File: config.mk
export PLATFORM = sky130hd
export DESIGN_NAME = islope_seq
export DESIGN_NICKNAME = d
export VERILOG_FILES = /design/src/rtl/islope_pkg.sv /design/src/rtl/islope_sync.sv /design/src/rtl/islope_result.sv /design/src/rtl/islope_seq.sv
export SDC_FILE = /design/constraint.sdc
export NUM_CORES = 1
export LEC_CHECK = 0
export BUFFER_PORTS_ARGS = -buffer_cell sky130_fd_sc_hd__buf_2
export CORE_ASPECT_RATIO = 1.1
export CORE_MARGIN = 1
export CORE_UTILIZATION = 30
export DETAILED_ROUTE_END_ITERATION = 7
export PLACE_DENSITY = 0.43
export SLEW_MARGIN = 20
export SYNTH_ARGS = -nofsm -noshare
export SYNTH_HDL_FRONTEND = slang
export SYNTH_SLANG_ARGS = --single-unit
File: constraint.sdc
create_clock -name clk -period 3.9 [get_ports clk]
set_clock_uncertainty 0.15 [all_clocks]
set_input_delay 0.78 -clock clk [delete_from_list [all_inputs] [get_ports clk]]
set_output_delay 0.78 -clock clk [all_outputs]
set_load 0.005 [all_outputs]
File: src/rtl/islope_pkg.sv
`timescale 1ns/1ps
package islope_pkg;
    typedef enum logic [2:0] {
        PH_IDLE,
        PH_AZ,
        PH_INTEG,
        PH_FAST,
        PH_SLOW
    } phase_t;
endpackage

File: src/rtl/islope_sync.sv
`timescale 1ns/1ps
module islope_sync #(
    parameter int STAGES = 2
) (
    input  logic clk,
    input  logic rst,
    input  logic din,
    output logic dout
);
    logic [STAGES-1:0] shreg;

    always_ff @(posedge clk) begin
        if (rst) shreg <= '0;
        else     shreg <= {shreg[STAGES-2:0], din};
    end

    assign dout = shreg[STAGES-1];
endmodule

File: src/rtl/islope_result.sv
`timescale 1ns/1ps
module islope_result #(
    parameter int FAST_BITS = 9,
    parameter int SLOW_BITS = 6,
    parameter int SLOW_W    = 8
) (
    input  logic                           clk,
    input  logic                           rst,
    input  logic                           load,
    input  logic                           ovr_in,
    input  logic                           neg_in,
    input  logic [FAST_BITS:0]             fast_n,
    input  logic [SLOW_W:0]                slow_n,
    output logic [FAST_BITS+SLOW_BITS-1:0] mag,
    output logic                           neg,
    output logic                           ovr
);
    localparam int RW = FAST_BITS + SLOW_BITS;
    localparam int XW = RW + 3;

    logic [XW-1:0] up_w, dn_w, diff_w;
    logic          under, over;
    logic [RW-1:0] mag_nx;

    always_comb begin
        up_w   = XW'(fast_n) << SLOW_BITS;
        dn_w   = XW'(slow_n);
        under  = dn_w > up_w;
        diff_w = up_w - dn_w;
        over   = diff_w > XW'({RW{1'b1}});
        if (ovr_in || (over && !under)) mag_nx = '1;
        else if (under)                 mag_nx = '0;
        else                            mag_nx = diff_w[RW-1:0];
    end

    always_ff @(posedge clk) begin
        if (rst) begin
            mag <= '0;
            neg <= 1'b0;
            ovr <= 1'b0;
        end else if (load) begin
            mag <= mag_nx;
            neg <= neg_in;
            ovr <= ovr_in;
        end
    end

    // outputs move only on a load
    a_r9_hold_between_loads: assert property (@(posedge clk) disable iff (rst)
        !load |=> ($stable(mag) && $stable(neg) && $stable(ovr)));

    // an overrange result is full scale
    a_r8_ovr_full_scale: assert property (@(posedge clk) disable iff (rst)
        ovr |-> (&mag));
endmodule

File: src/rtl/islope_seq.sv
`timescale 1ns/1ps
module islope_seq
    import islope_pkg::*;
#(
    parameter int AZ_CYCLES   = 16384,
    parameter int INT_CYCLES  = 16384,
    parameter int FAST_BITS   = 9,
    parameter int SLOW_BITS   = 6,
    parameter int SYNC_STAGES = 2
) (
    input  logic                           clk,
    input  logic                           rst,
    input  logic                           cont_mode,
    input  logic                           start,
    input  logic                           cmp_pos,
    output logic                           busy,
    output logic                           sel_autozero,
    output logic                           sel_integrate,
    output logic                           sel_ref_fast,
    output logic                           sel_ref_slow,
    output logic                           ref_negative,
    output logic [FAST_BITS+SLOW_BITS-1:0] result,
    output logic                           result_neg,
    output logic                           overrange
);
    localparam int SLOW_W  = SLOW_BITS + 2;
    localparam int LOG_AZ  = $clog2(AZ_CYCLES);
    localparam int LOG_INT = $clog2(INT_CYCLES);
    localparam int M1      = (LOG_AZ > LOG_INT) ? LOG_AZ : LOG_INT;
    localparam int M2      = (FAST_BITS > SLOW_W) ? FAST_BITS : SLOW_W;
    localparam int CNT_W   = ((M1 > M2) ? M1 : M2) + 1;
    localparam logic [CNT_W-1:0] AZ_LAST   = CNT_W'(AZ_CYCLES - 1);
    localparam logic [CNT_W-1:0] INT_LAST  = CNT_W'(INT_CYCLES - 1);
    localparam logic [CNT_W-1:0] FAST_LAST = CNT_W'((2 ** FAST_BITS) - 1);
    localparam logic [CNT_W-1:0] SLOW_LAST = CNT_W'((2 ** SLOW_W) - 1);

    phase_t             phase, phase_nx;
    logic [CNT_W-1:0]   cnt, cnt_nx;
    logic               pos_q;
    logic [FAST_BITS:0] fast_q;
    logic               cmp_s;
    logic               take_pol, fast_end, load, ovr_hit;
    logic [SLOW_W:0]    slow_n;

    islope_sync #(.STAGES(SYNC_STAGES)) u_sync (
        .clk  (clk),
        .rst  (rst),
        .din  (cmp_pos),
        .dout (cmp_s)
    );

    // state register
    always_ff @(posedge clk) begin
        if (rst) begin
            phase  <= PH_IDLE;
            cnt    <= '0;
            pos_q  <= 1'b0;
            fast_q <= '0;
        end else begin
            phase <= phase_nx;
            cnt   <= cnt_nx;
            if (take_pol) pos_q  <= cmp_s;
            if (fast_end) fast_q <= (FAST_BITS+1)'(cnt) + (FAST_BITS+1)'(1);
        end
    end

    // next phase
    always_comb begin
        phase_nx = phase;
        cnt_nx   = cnt + CNT_W'(1);
        take_pol = 1'b0;
        fast_end = 1'b0;
        load     = 1'b0;
        ovr_hit  = 1'b0;
        unique case (phase)
            PH_IDLE: begin
                cnt_nx = '0;
                if (cont_mode || start) phase_nx = PH_AZ;
            end
            PH_AZ: begin
                if (cnt == AZ_LAST) begin
                    phase_nx = PH_INTEG;
                    cnt_nx   = '0;
                end
            end
            PH_INTEG: begin
                if (cnt == INT_LAST) begin
                    phase_nx = PH_FAST;
                    cnt_nx   = '0;
                    take_pol = 1'b1;
                end
            end
            PH_FAST: begin
                if (cmp_s != pos_q) begin
                    phase_nx = PH_SLOW;
                    cnt_nx   = '0;
                    fast_end = 1'b1;
                end else if (cnt == FAST_LAST) begin
                    phase_nx = PH_IDLE;
                    cnt_nx   = '0;
                    load     = 1'b1;
                    ovr_hit  = 1'b1;
                end
            end
            PH_SLOW: begin
                if (cmp_s == pos_q || cnt == SLOW_LAST) begin
                    phase_nx = PH_IDLE;
                    cnt_nx   = '0;
                    load     = 1'b1;
                end
            end
            default: begin
                phase_nx = PH_IDLE;
                cnt_nx   = '0;
            end
        endcase
    end

    // outputs
    always_comb begin
        busy          = (phase != PH_IDLE);
        sel_autozero  = (phase == PH_AZ);
        sel_integrate = (phase == PH_INTEG);
        sel_ref_fast  = (phase == PH_FAST);
        sel_ref_slow  = (phase == PH_SLOW);
        ref_negative  = ((phase == PH_FAST) && pos_q) || ((phase == PH_SLOW) && !pos_q);
    end

    assign slow_n = (SLOW_W+1)'(cnt) + (SLOW_W+1)'(1);

    islope_result #(
        .FAST_BITS (FAST_BITS),
        .SLOW_BITS (SLOW_BITS),
        .SLOW_W    (SLOW_W)
    ) u_result (
        .clk    (clk),
        .rst    (rst),
        .load   (load),
        .ovr_in (ovr_hit),
        .neg_in (!pos_q),
        .fast_n (fast_q),
        .slow_n (slow_n),
        .mag    (result),
        .neg    (result_neg),
        .ovr    (overrange)
    );

    // one switch group at a time
    a_r3_one_select: assert property (@(posedge clk) disable iff (rst)
        $onehot0({sel_autozero, sel_integrate, sel_ref_fast, sel_ref_slow}));

    // idle means all switches open
    a_r3_idle_quiet: assert property (@(posedge clk) disable iff (rst)
        !busy |-> !(sel_autozero || sel_integrate || sel_ref_fast || sel_ref_slow));

    // start taken while idle
    a_r2_start_taken: assert property (@(posedge clk) disable iff (rst)
        (!busy && start) |=> (busy && sel_autozero));

    // continuous mode restarts from idle
    a_r10_cont_restart: assert property (@(posedge clk) disable iff (rst)
        (!busy && cont_mode) |=> busy);

    // reference sign flips entering the slow slope
    a_r4_ref_flip: assert property (@(posedge clk) disable iff (rst)
        $rose(sel_ref_slow) |-> (ref_negative != $past(ref_negative)));
endmodule

==> impl_metrics.yaml, run 1 <==
status:
  status: "complete, no violations"
floorplanning:
  initial_utilization_pct: 31.1
  io_pins: 28
  die_h_um: 100
  dieArea_sq_mm: 0.00914
  rows: 35
  fp.dieW_um: 91.2
  core_area_sq_mm: 0.00845
synth:
  syn_inst: 311
  yosys_warnings: 0
  synth_seq_area_share_pct: 36.6
  ys_types: 64
  syn-num-nets: 319
  syn_area_sq_mm: 0.00263
  synth-edff-count: 0
  avgSynthCellArea_sq_um: 8.45
  async_flop_share_pct: 0
  ys_ff_latch: 48
  ys.flop_type: "dfxtp_1"
timing:
  finalCritPeriodShare_pct: 91.8
  setup_tns_ns: 0
  max_freq_mhz: 279
  maxSlewViolCount: 0
  relSlewSlack_pct: 47.2
  finalHoldViolations: 0
  fin_crit_ns: 3.58
  tightest_slew_ns: 0.792
  rsz0062_at_grt: "false"
  finalSetupViolations: 0
  setup_ws_ns: 0.321
worst_setup_path:
  crit_buf_inv: 2
  cp_cell_sequence: "ha_2, nand2_2, nor3_4, xnor2_1, ha_2, inv_1, nor4_1, a32oi_1, a31o_2, nand3_1, buf_4, nand2_1, a211oi_1"
  slowest_stage: "dfxtp_1"
  crit_top_cell: "ha_2"
  critPathRequiredTime_ns: 3.97
  max_stage_delay_ns: 0.49
  crit_family: "simple AND/OR/NAND/NOR gates"
  arrival_ns: 3.64
  r2r-start: "cnt[1]"
  endpoint_kind: "register"
  r2r_cells: 13
  r2r_setup_slack_ns: 0.32
  worst_setup_path_start_kind: "register"
  crit_type: "reg2reg"
  r2r-end: "u_result.mag[5]"
  crit_fanout: 9
clocking:
  cts_hold_repair.buffers: 0
  cts_buffers: 5
  clock_latency_ns: 0.30
  cts_sinks: 48
  cts_tree: "done"
  htree_levels: 2
  cts_root_buffer: "clkbuf_8"
  cts_max_path_buffers: 2
  clkTransAtPathRegs_ns: 0.09
routing:
  drc_errors: 0
  drt_pass1_iterations: 6
  wl_per_cell_um: 14.5
  via_count: 2256
  drtIter0Drc: 70
  drt-vias-per-instance: 5.10
  wirelength_mm: 6.42
  antenna_left: 0
placement:
  portBuffers: 27
  dpl.cell_count: 433
  pre_cts_slack_ns: 0.107
  place_congestion: 0.746
  dp_hpwl_mm: 4.52
power:
  p_total_w: 0.00111
  p_per_area_mw_per_mm2: 373
  pwr-share-comb_pct: 23.4
  pwr-share-seq_pct: 48.3
  leakage_nw: 1.06
  clkPwrFrac_pct: 28.4
  switching_power_w: 0.000348
  internal-power_w: 0.000759
  swShare_pct: 31.4
  ir_worst_vdd_v: 0.000129
finish:
  instances_no_fill: 442
  syn_to_final_growth_pct: 12.9
  drive_gt1_share_pct: 17.5
  final_nets: 338
  diodes: 0
global_routing:
  grt_usage_pct: 14.7
  antenna_found_initial: 0
  grt_pass1_wl_mm: 10.7
  grt_overflow: 0
  grt_pass1_vias: 2158
  grt_max_degree: 33
min_path:
  min_delay_path_depth: 1
  min_to: "u_sync.shreg[1]"
  hp-class: "reg2reg"
  hp-start: "u_sync.shreg[0]"
job:
  cap_violations: 0
## how the worst max path moves through the flow
stage | from | to | slack [ns] | cells after the start
5_1_grt | cnt[1] | u_result.mag[3] | 0.02 | 12
2_1_floorplan | cnt[0] | u_result.mag[12] | 0.77 | 15
6_report | cnt[1] | u_result.mag[5] | 0.32 | 13
4_1_cts | cnt[1] | u_result.mag[1] | 0.11 | 12
3_3_place_gp | cnt[1] | u_result.mag[5] | 0.31 | 12
3_5_place_dp | cnt[1] | u_result.mag[0] | 0.11 | 12
## cell families (layout without fill, tap and decap cells)
logic type,after synthesis,count (layout),synth area share [%]
xor gates and xnor gates,24,24,8.52
buffers and inverters,30,49,5.24
AOI/OAI and AO/OA,67,68,19.3
and+or+nand+nor,134,134,27.0
muxes,3,3,1.19
adders and majority gates,5,5,2.24
DFF,48,48,36.6
## cell usage after synthesis, drive strengths merged, types with 2 or more instances
library cell / count / share of area (%)
nor2: 48 / 6.9
o21ai: 8 / 1.7
nor3: 8 / 2.0
buf: 8 / 2.0
maj3: 2 / 0.81
and2: 3 / 0.81
mux2i: 2 / 0.76
nor4bb: 2 / 0.76
nand3: 12 / 2.3
nor4: 6 / 1.7
nand4: 5 / 1.8
and3: 2 / 0.48
inv: 10 / 1.4
nor3b: 3 / 0.86
a21boi: 2 / 0.57
a211oi: 21 / 6.0
a211o: 2 / 0.67
nand2: 23 / 3.4
o311ai: 2 / 0.67
xnor2: 11 / 3.7
or4: 4 / 1.1
nor2b: 3 / 0.71
nand2b: 5 / 1.2
o21bai: 3 / 0.86
xor2: 12 / 4.0
o221a: 3 / 1.3
dfxtp: 48 / 37
ha: 3 / 1.4
clkbuf: 12 / 1.8
o21a: 2 / 0.57
a31oi: 2 / 0.48
and4: 2 / 0.67
a21oi: 10 / 1.9
or3: 5 / 1.4
## through the flow
step           util, %  area (sq um)  hold slack [ns]
3_5_place_dp      33.5          2830            0.291
6_report          35.1          2970            0.293
3_3_place_gp      33.5          2830            0.267
4_1_cts           34.6          2930            0.301
2_1_floorplan        -          2630            0.264
5_1_grt           35.1          2970            0.327
## worst reg2reg max path: stages, from the launching register on
cell	delay (ns)
dfxtp_1	0.49
ha_2	0.35
nand2_2	0.15
nor3_4	0.23
xnor2_1	0.13
ha_2	0.48
inv_1	0.08
nor4_1	0.26
a32oi_1	0.11
a31o_2	0.29
nand3_1	0.24
buf_4	0.23
nand2_1	0.08
a211oi_1	0.22
## state kept, by name, summed over array words and instances (netlist names)
| name | flops |
|---|---|
| pos_q | 1 |
| fast_q | 10 |
| u_result.mag | 15 |
| u_sync.shreg | 2 |
| u_result.ovr | 1 |
| cnt | 15 |
| u_result.neg | 1 |
| phase | 3 |
## what timing repair did
item / CTS / global route
endpoints found under the hold margin: 0 / 0
buffers inserted: 0 / 0
resized for setup: 0 / 6
setup endpoints to repair: 0 / 15
## power groups by stage
stage	Sequential [W]	Clock (W)	Combinational (W)
4_1_cts	0.000534	0.000331	0.000255
2_1_floorplan	0.000525	0	0.000205
3_5_place_dp	0.000545	0	0.000253
5_1_grt	0.000539	0.000349	0.000291
3_3_place_gp	0.000545	0	0.000253
6_report	0.000534	0.000314	0.000259
## layout make-up
class,instances,area (sq um)
fill,878,5490
multi-input combinational,234,1570
sequential,48,961
timing repair buffer,31,165
tap,111,139
clock buffer,7,86.3
inverter,10,37.5
clock inverter,1,7.51
## layer usage
metal / routed length (um) / track usage, % / vias to the layer above
met5: 0 / 0 / -
li1: - / - / 1155
met4: 73 / 4.40 / 0
met1: 3200 / 19.3 / 1067
met2: 2990 / 24.5 / 28
met3: 154 / 2.80 / 6
## layout by cell type (no fill, tap or decap), types with 3 or more instances in the layout
cell,n
nor2_1,48
dfxtp_1,48
buf_2,27
nand2_1,22
a211oi_1,21
xor2_1,12
nand3_1,12
xnor2_1,11
inv_1,10
a21oi_1,10
o21ai_0,7
nor3_1,7
clkbuf_8,6
nand2b_1,5
nand4_1,4
nor4_1,4
or4_1,4
buf_4,4
nor3b_1,3
or3_1,3
nor2b_1,3
o21bai_1,3
(Power assumes the default switching activity.)
==> inputs of run 2 (changes only) <==
- CORE_UTILIZATION: 30 -> 55
- PLACE_DENSITY: 0.43 -> 0.75
==> run 2 against run 1 <==
Effect of this change: sequential share of layout area grew 0.76 points; critical path depth is the same; final area shrank 2.3%; die area shrank 45%; final cell count shrank 13%; largest power group unchanged; clock power grew 25%; critical path type unchanged; first-iteration DRC count grew 100%; maximum frequency grew 0.83%; flip-flop and latch count is the same; utilization grew 28 points.
==> impl_metrics.yaml, run 2 (synthesis gave the netlist of run 1 again) <==
power:
  p_total_w: 0.00117
  leakage_nw: 1.07
  internal-power_w: 0.000840
  p_per_area_mw_per_mm2: 405
  swShare_pct: 28.4
  clkPwrFrac_pct: 33.4
  switching_power_w: 0.000333
  pwr-share-seq_pct: 45.6
  ir_worst_vdd_v: 0.000247
  pwr-share-comb_pct: 21.0
worst_setup_path:
  crit_fanout: 9
  arrival_ns: 3.62
  max_stage_delay_ns: 0.52
  worst_setup_path_start_kind: "register"
  endpoint_kind: "register"
  critPathRequiredTime_ns: 3.97
  crit_type: "reg2reg"
  slowest_stage: "ha_1"
  cp_cell_sequence: "ha_2, nand2_2, nor3_4, xnor2_1, ha_1, inv_1, nor4_1, a32oi_1, a31o_2, nand3_1, buf_4, nand2b_1, a211oi_1"
timing:
  hold_ws_ns: 0.306
  maxSlewViolCount: 0
  tightest_slew_ns: 0.745
  fin_crit_ns: 3.55
  relSlewSlack_pct: 50.3
  max_freq_mhz: 282
  setup_tns_ns: 0
  finalCritPeriodShare_pct: 91.0
  finalHoldViolations: 0
  setup_ws_ns: 0.351
  finalSetupViolations: 0
clocking:
  cts_setup_buffers: 0
  cts_root_buffer: "clkbuf_8"
  clock_latency_ns: 0.31
  cts_tree: "done"
  htree_levels: 2
  cts_buffers: 5
  cts_max_path_buffers: 2
  clkTransAtPathRegs_ns: 0.09
  cts_sinks: 48
placement:
  dpl_cell_area_sq_mm: 0.00276
  pre_cts_slack_ns: 0.171
  portBuffers: 27
  dp_hpwl_mm: 3.83
  place_congestion: 0.880
floorplanning:
  dieArea_sq_mm: 0.00506
  io_pins: 28
  core_area_sq_mm: 0.00462
  initial_utilization_pct: 56.9
  rows: 26
  die_h_um: 74.5
  fp.dieW_um: 67.9
global_routing:
  grt_max_degree: 33
  grt_usage_pct: 23.3
  antenna_found_initial: 0
  grt_overflow: 0
  grt_pass1_vias: 1898
  grt_pass1_wl_mm: 8.90
routing:
  drt_pass1_iterations: 4
  drc_errors: 0
  drt-vias-per-instance: 5.78
  wirelength_mm: 5.45
  via_count: 2226
  drtIter0Drc: 141
  wl_per_cell_um: 14.2
  antenna_left: 0
finish:
  fin_area_sq_mm: 0.00290
  diodes: 0
  drive_gt1_share_pct: 16.7
  top_regs: "cnt (15), u_result.mag (15), fast_q (10)"
  syn_to_final_growth_pct: 10.3
  final_nets: 336
  final_cell_mix: "nor2_1, dfxtp_1, buf_2"
job:
  cap_violations: 0
status:
  status: "complete, no violations"
min_path:
  hp-class: "reg2reg"
## run 2: timing repair
action	4_1_cts	5_1_grt
gates resized for setup	0	3
endpoints found under the setup margin	0	12
hold buffers	0	0
## run 2: layer usage
metal,vias up,part of all wire (%),track usage [%]
met4,0,1.7,9.26
met2,36,46,37.2
met1,1028,49,30.0
met5,-,0,0
met3,9,3.2,5.67
li1,1153,-,-
## run 2: final timing paths
check / start / end / slack [ns] / cells past startpoint
max: cnt[1] / u_result.mag[2] / 0.35 / 13
min reg2reg: u_sync.shreg[0] / u_sync.shreg[1] / 0.31 / 1
min: u_sync.shreg[0] / u_sync.shreg[1] / 0.31 / 1
max reg2reg: cnt[1] / u_result.mag[2] / 0.35 / 13
## run 2: cell type report
type                            instances  area [sq um]
Timing Repair Buffer                   30           158
Inverter                               10          37.5
Clock buffer                            7          96.3
Fill cell                             414          1720
Sequential cell                        48           961
Multi-Input combinational cell        233          1550
Clock inverter                          1          30.0
Tap cell                               56          70.1
## run 2: power by group through the flow
stage          Sequential, W  Combinational, W  Clock [W]
6_report            0.000535          0.000247   0.000392
5_1_grt             0.000538          0.000280   0.000415
2_1_floorplan       0.000525          0.000205          0
3_3_place_gp        0.000543          0.000241          0
3_5_place_dp        0.000546          0.000244          0
4_1_cts             0.000534          0.000246   0.000398
## run 2: critical path, delay by kind of cell (launching register included)
family | cells | cell delay, ns
and+or+nand+nor | 5 | 0.91
adders and majority gates | 2 | 0.88
AOI/OAI and AO/OA | 3 | 0.62
DFF | 1 | 0.49
buffers and inverters | 2 | 0.30
xor gates and xnor gates | 1 | 0.13
## run 2: per-stage QoR
step,utilization [%],cells
after floorplan,-,311
after global placement,59.6,377
after detailed placement,59.6,377
after CTS,62.4,385
after global routing,62.7,385
final,62.7,385
==> inputs of run 3 (changes only) <==
- clock period: 3.9 -> 4.47 ns (I/O delays scaled with it)
==> run 3 against run 2 <==
Effect of this change: die area unchanged; sequential share of layout area up 0.29 points; clock power down 20%; maximum frequency down 14%; count of clock-buffer cells in the layout down 2; via count up 0.18%; sequential power down 12%; register-to-register slack worse by 0.02 ns; routed wire length down 1.7%; critical path type unchanged; largest power group unchanged; highest routed layer unchanged.
==> impl_metrics.yaml, run 3 (synthesis gave the netlist of run 1 again) <==
status:
  status: "complete, no violations"
floorplanning:
  die_h_um: 74.5
  fp.dieW_um: 67.9
  dieArea_sq_mm: 0.00506
  rows: 26
  initial_utilization_pct: 56.9
  io_pins: 28
  core_area_sq_mm: 0.00462
global_routing:
  grt_max_degree: 33
  met1_usage_pct: 28.6
  grt_usage_pct: 22.3
  grt_most_used_layer: "met2"
  grtUsageMet2_pct: 36.0
  grt_pass1_vias: 1953
  use_met3_pct: 5.21
  grt_pass1_wl_mm: 8.47
  antenna_found_initial: 0
  grt_overflow: 0
worst_setup_path:
  r2r_setup_slack_ns: 0.33
  r2r_cells: 13
  crit_fanout: 11
  critPathRequiredTime_ns: 4.51
  critPathLaunch: "cnt[0]"
  crit_type: "reg2reg"
  endpoint_kind: "register"
  r2r-start: "cnt[0]"
  arrival_ns: 4.19
  worst_setup_path_start_kind: "register"
routing:
  drtIter0Drc: 143
  wirelength_mm: 5.36
  drt_pass1_iterations: 4
  via_count: 2230
  drt-vias-per-instance: 5.82
  drc_errors: 0
  wl_per_cell_um: 14.0
  antenna_left: 0
power:
  leakage_nw: 1.06
  p_total_w: 0.000989
  ir_worst_vdd_v: 0.000175
  p_per_area_mw_per_mm2: 344
clocking:
  cts_max_path_buffers: 2
  clock_latency_ns: 0.30
  cts_buffers: 5
  htree_levels: 2
  cts_sinks: 48
  cts_tree: "done"
  cts_root_buffer: "clkbuf_8"
  cts_setup_buffers: 0
  clkTransAtPathRegs_ns: 0.09
timing:
  max_freq_mhz: 241
  maxSlewViolCount: 0
  finalSetupViolations: 0
  finalHoldViolations: 0
  fin_crit_ns: 4.14
  rsz0062_at_grt: "false"
  hold_ws_ns: 0.301
  tightest_slew_ns: 0.720
  setup_tns_ns: 0
  relSlewSlack_pct: 52.0
  finalCritPeriodShare_pct: 92.7
finish:
  utilization_pct: 62.2
  syn_to_final_growth_pct: 9.33
  n_fill_cell: 420
  top_regs: "cnt (15), u_result.mag (15), fast_q (10)"
  final_nets: 334
  drive_gt1_share_pct: 15.9
  diodes: 0
  instances_no_fill: 383
  final_cell_mix: "nor2_1, dfxtp_1, buf_2"
min_path:
  hp-class: "reg2reg"
  min_delay_path_depth: 1
  hp-start: "u_sync.shreg[0]"
placement:
  dpl.cell_count: 374
  dp_hpwl_mm: 3.82
  place_congestion: 0.832
  portBuffers: 27
job:
  cap_violations: 0
-- run 3: cell types whose count changed in the layout (fill, tap and decap cells not counted), sizes merged --
cell,before,now
buf,30,27
clkbuf,7,5
clkinv,0,1
clkinvlp,0,1
o21ai,8,9
-- run 3: per-stage QoR --
step | area (sq um) | worst slack (ns)
global route | 2870 | 0.0182
detailed placement | 2730 | 0.324
global placement | 2730 | 0.541
CTS | 2840 | 0.319
finish | 2870 | 0.327
floorplan | 2630 | 1.34
-- run 3: worst paths after layout --
check               endpoint
max          u_result.mag[7]
min          u_sync.shreg[1]
max reg2reg  u_result.mag[7]
min reg2reg  u_sync.shreg[1]
-- run 3: report_power, final --
group	internal [W]	switching, W
logic	0.0000868	0.000119
registers	0.000442	0.0000295
clock network	0.000166	0.000147
total	0.000694	0.000295
-- run 3: metal layers --
metal / routed length, um / share of wire, %
met5: 0 / 0
met4: 59 / 1.1
met3: 167 / 3.1
met2: 2550 / 48
met1: 2590 / 48
-- run 3: what timing repair did --
action | 4_1_cts | 5_1_grt
gates resized for setup | 0 | 3
endpoints found under the setup margin | 0 | 12
hold buffers | 0 | 0
-- run 3: area by class of cell --
cell class | instances | area, sq um | share of cell area [%]
clock inverters | 3 | 42.5 | 1.48
clock buffers | 5 | 68.8 | 2.40
repair buffers | 27 | 135 | 4.70
multi-input cells | 234 | 1560 | 54.2
well taps | 56 | 70.1 | 2.44
inverters | 10 | 37.5 | 1.31
flip-flops and latches | 48 | 961 | 33.4
-- run 3: critical path, cell delays in order, from the launching register on --
cell and delay [ns]:
dfxtp_1 0.54, ha_1 0.40, nand2_2 0.18, nor3_4 0.31, xnor2_1 0.15, ha_1 0.25
nor3_1 0.22, nand2b_1 0.19, nor4_1 0.40, a21oi_1 0.13, a311oi_1 0.32, or3_1 0.34
o21ai_4 0.15, a211oi_1 0.29
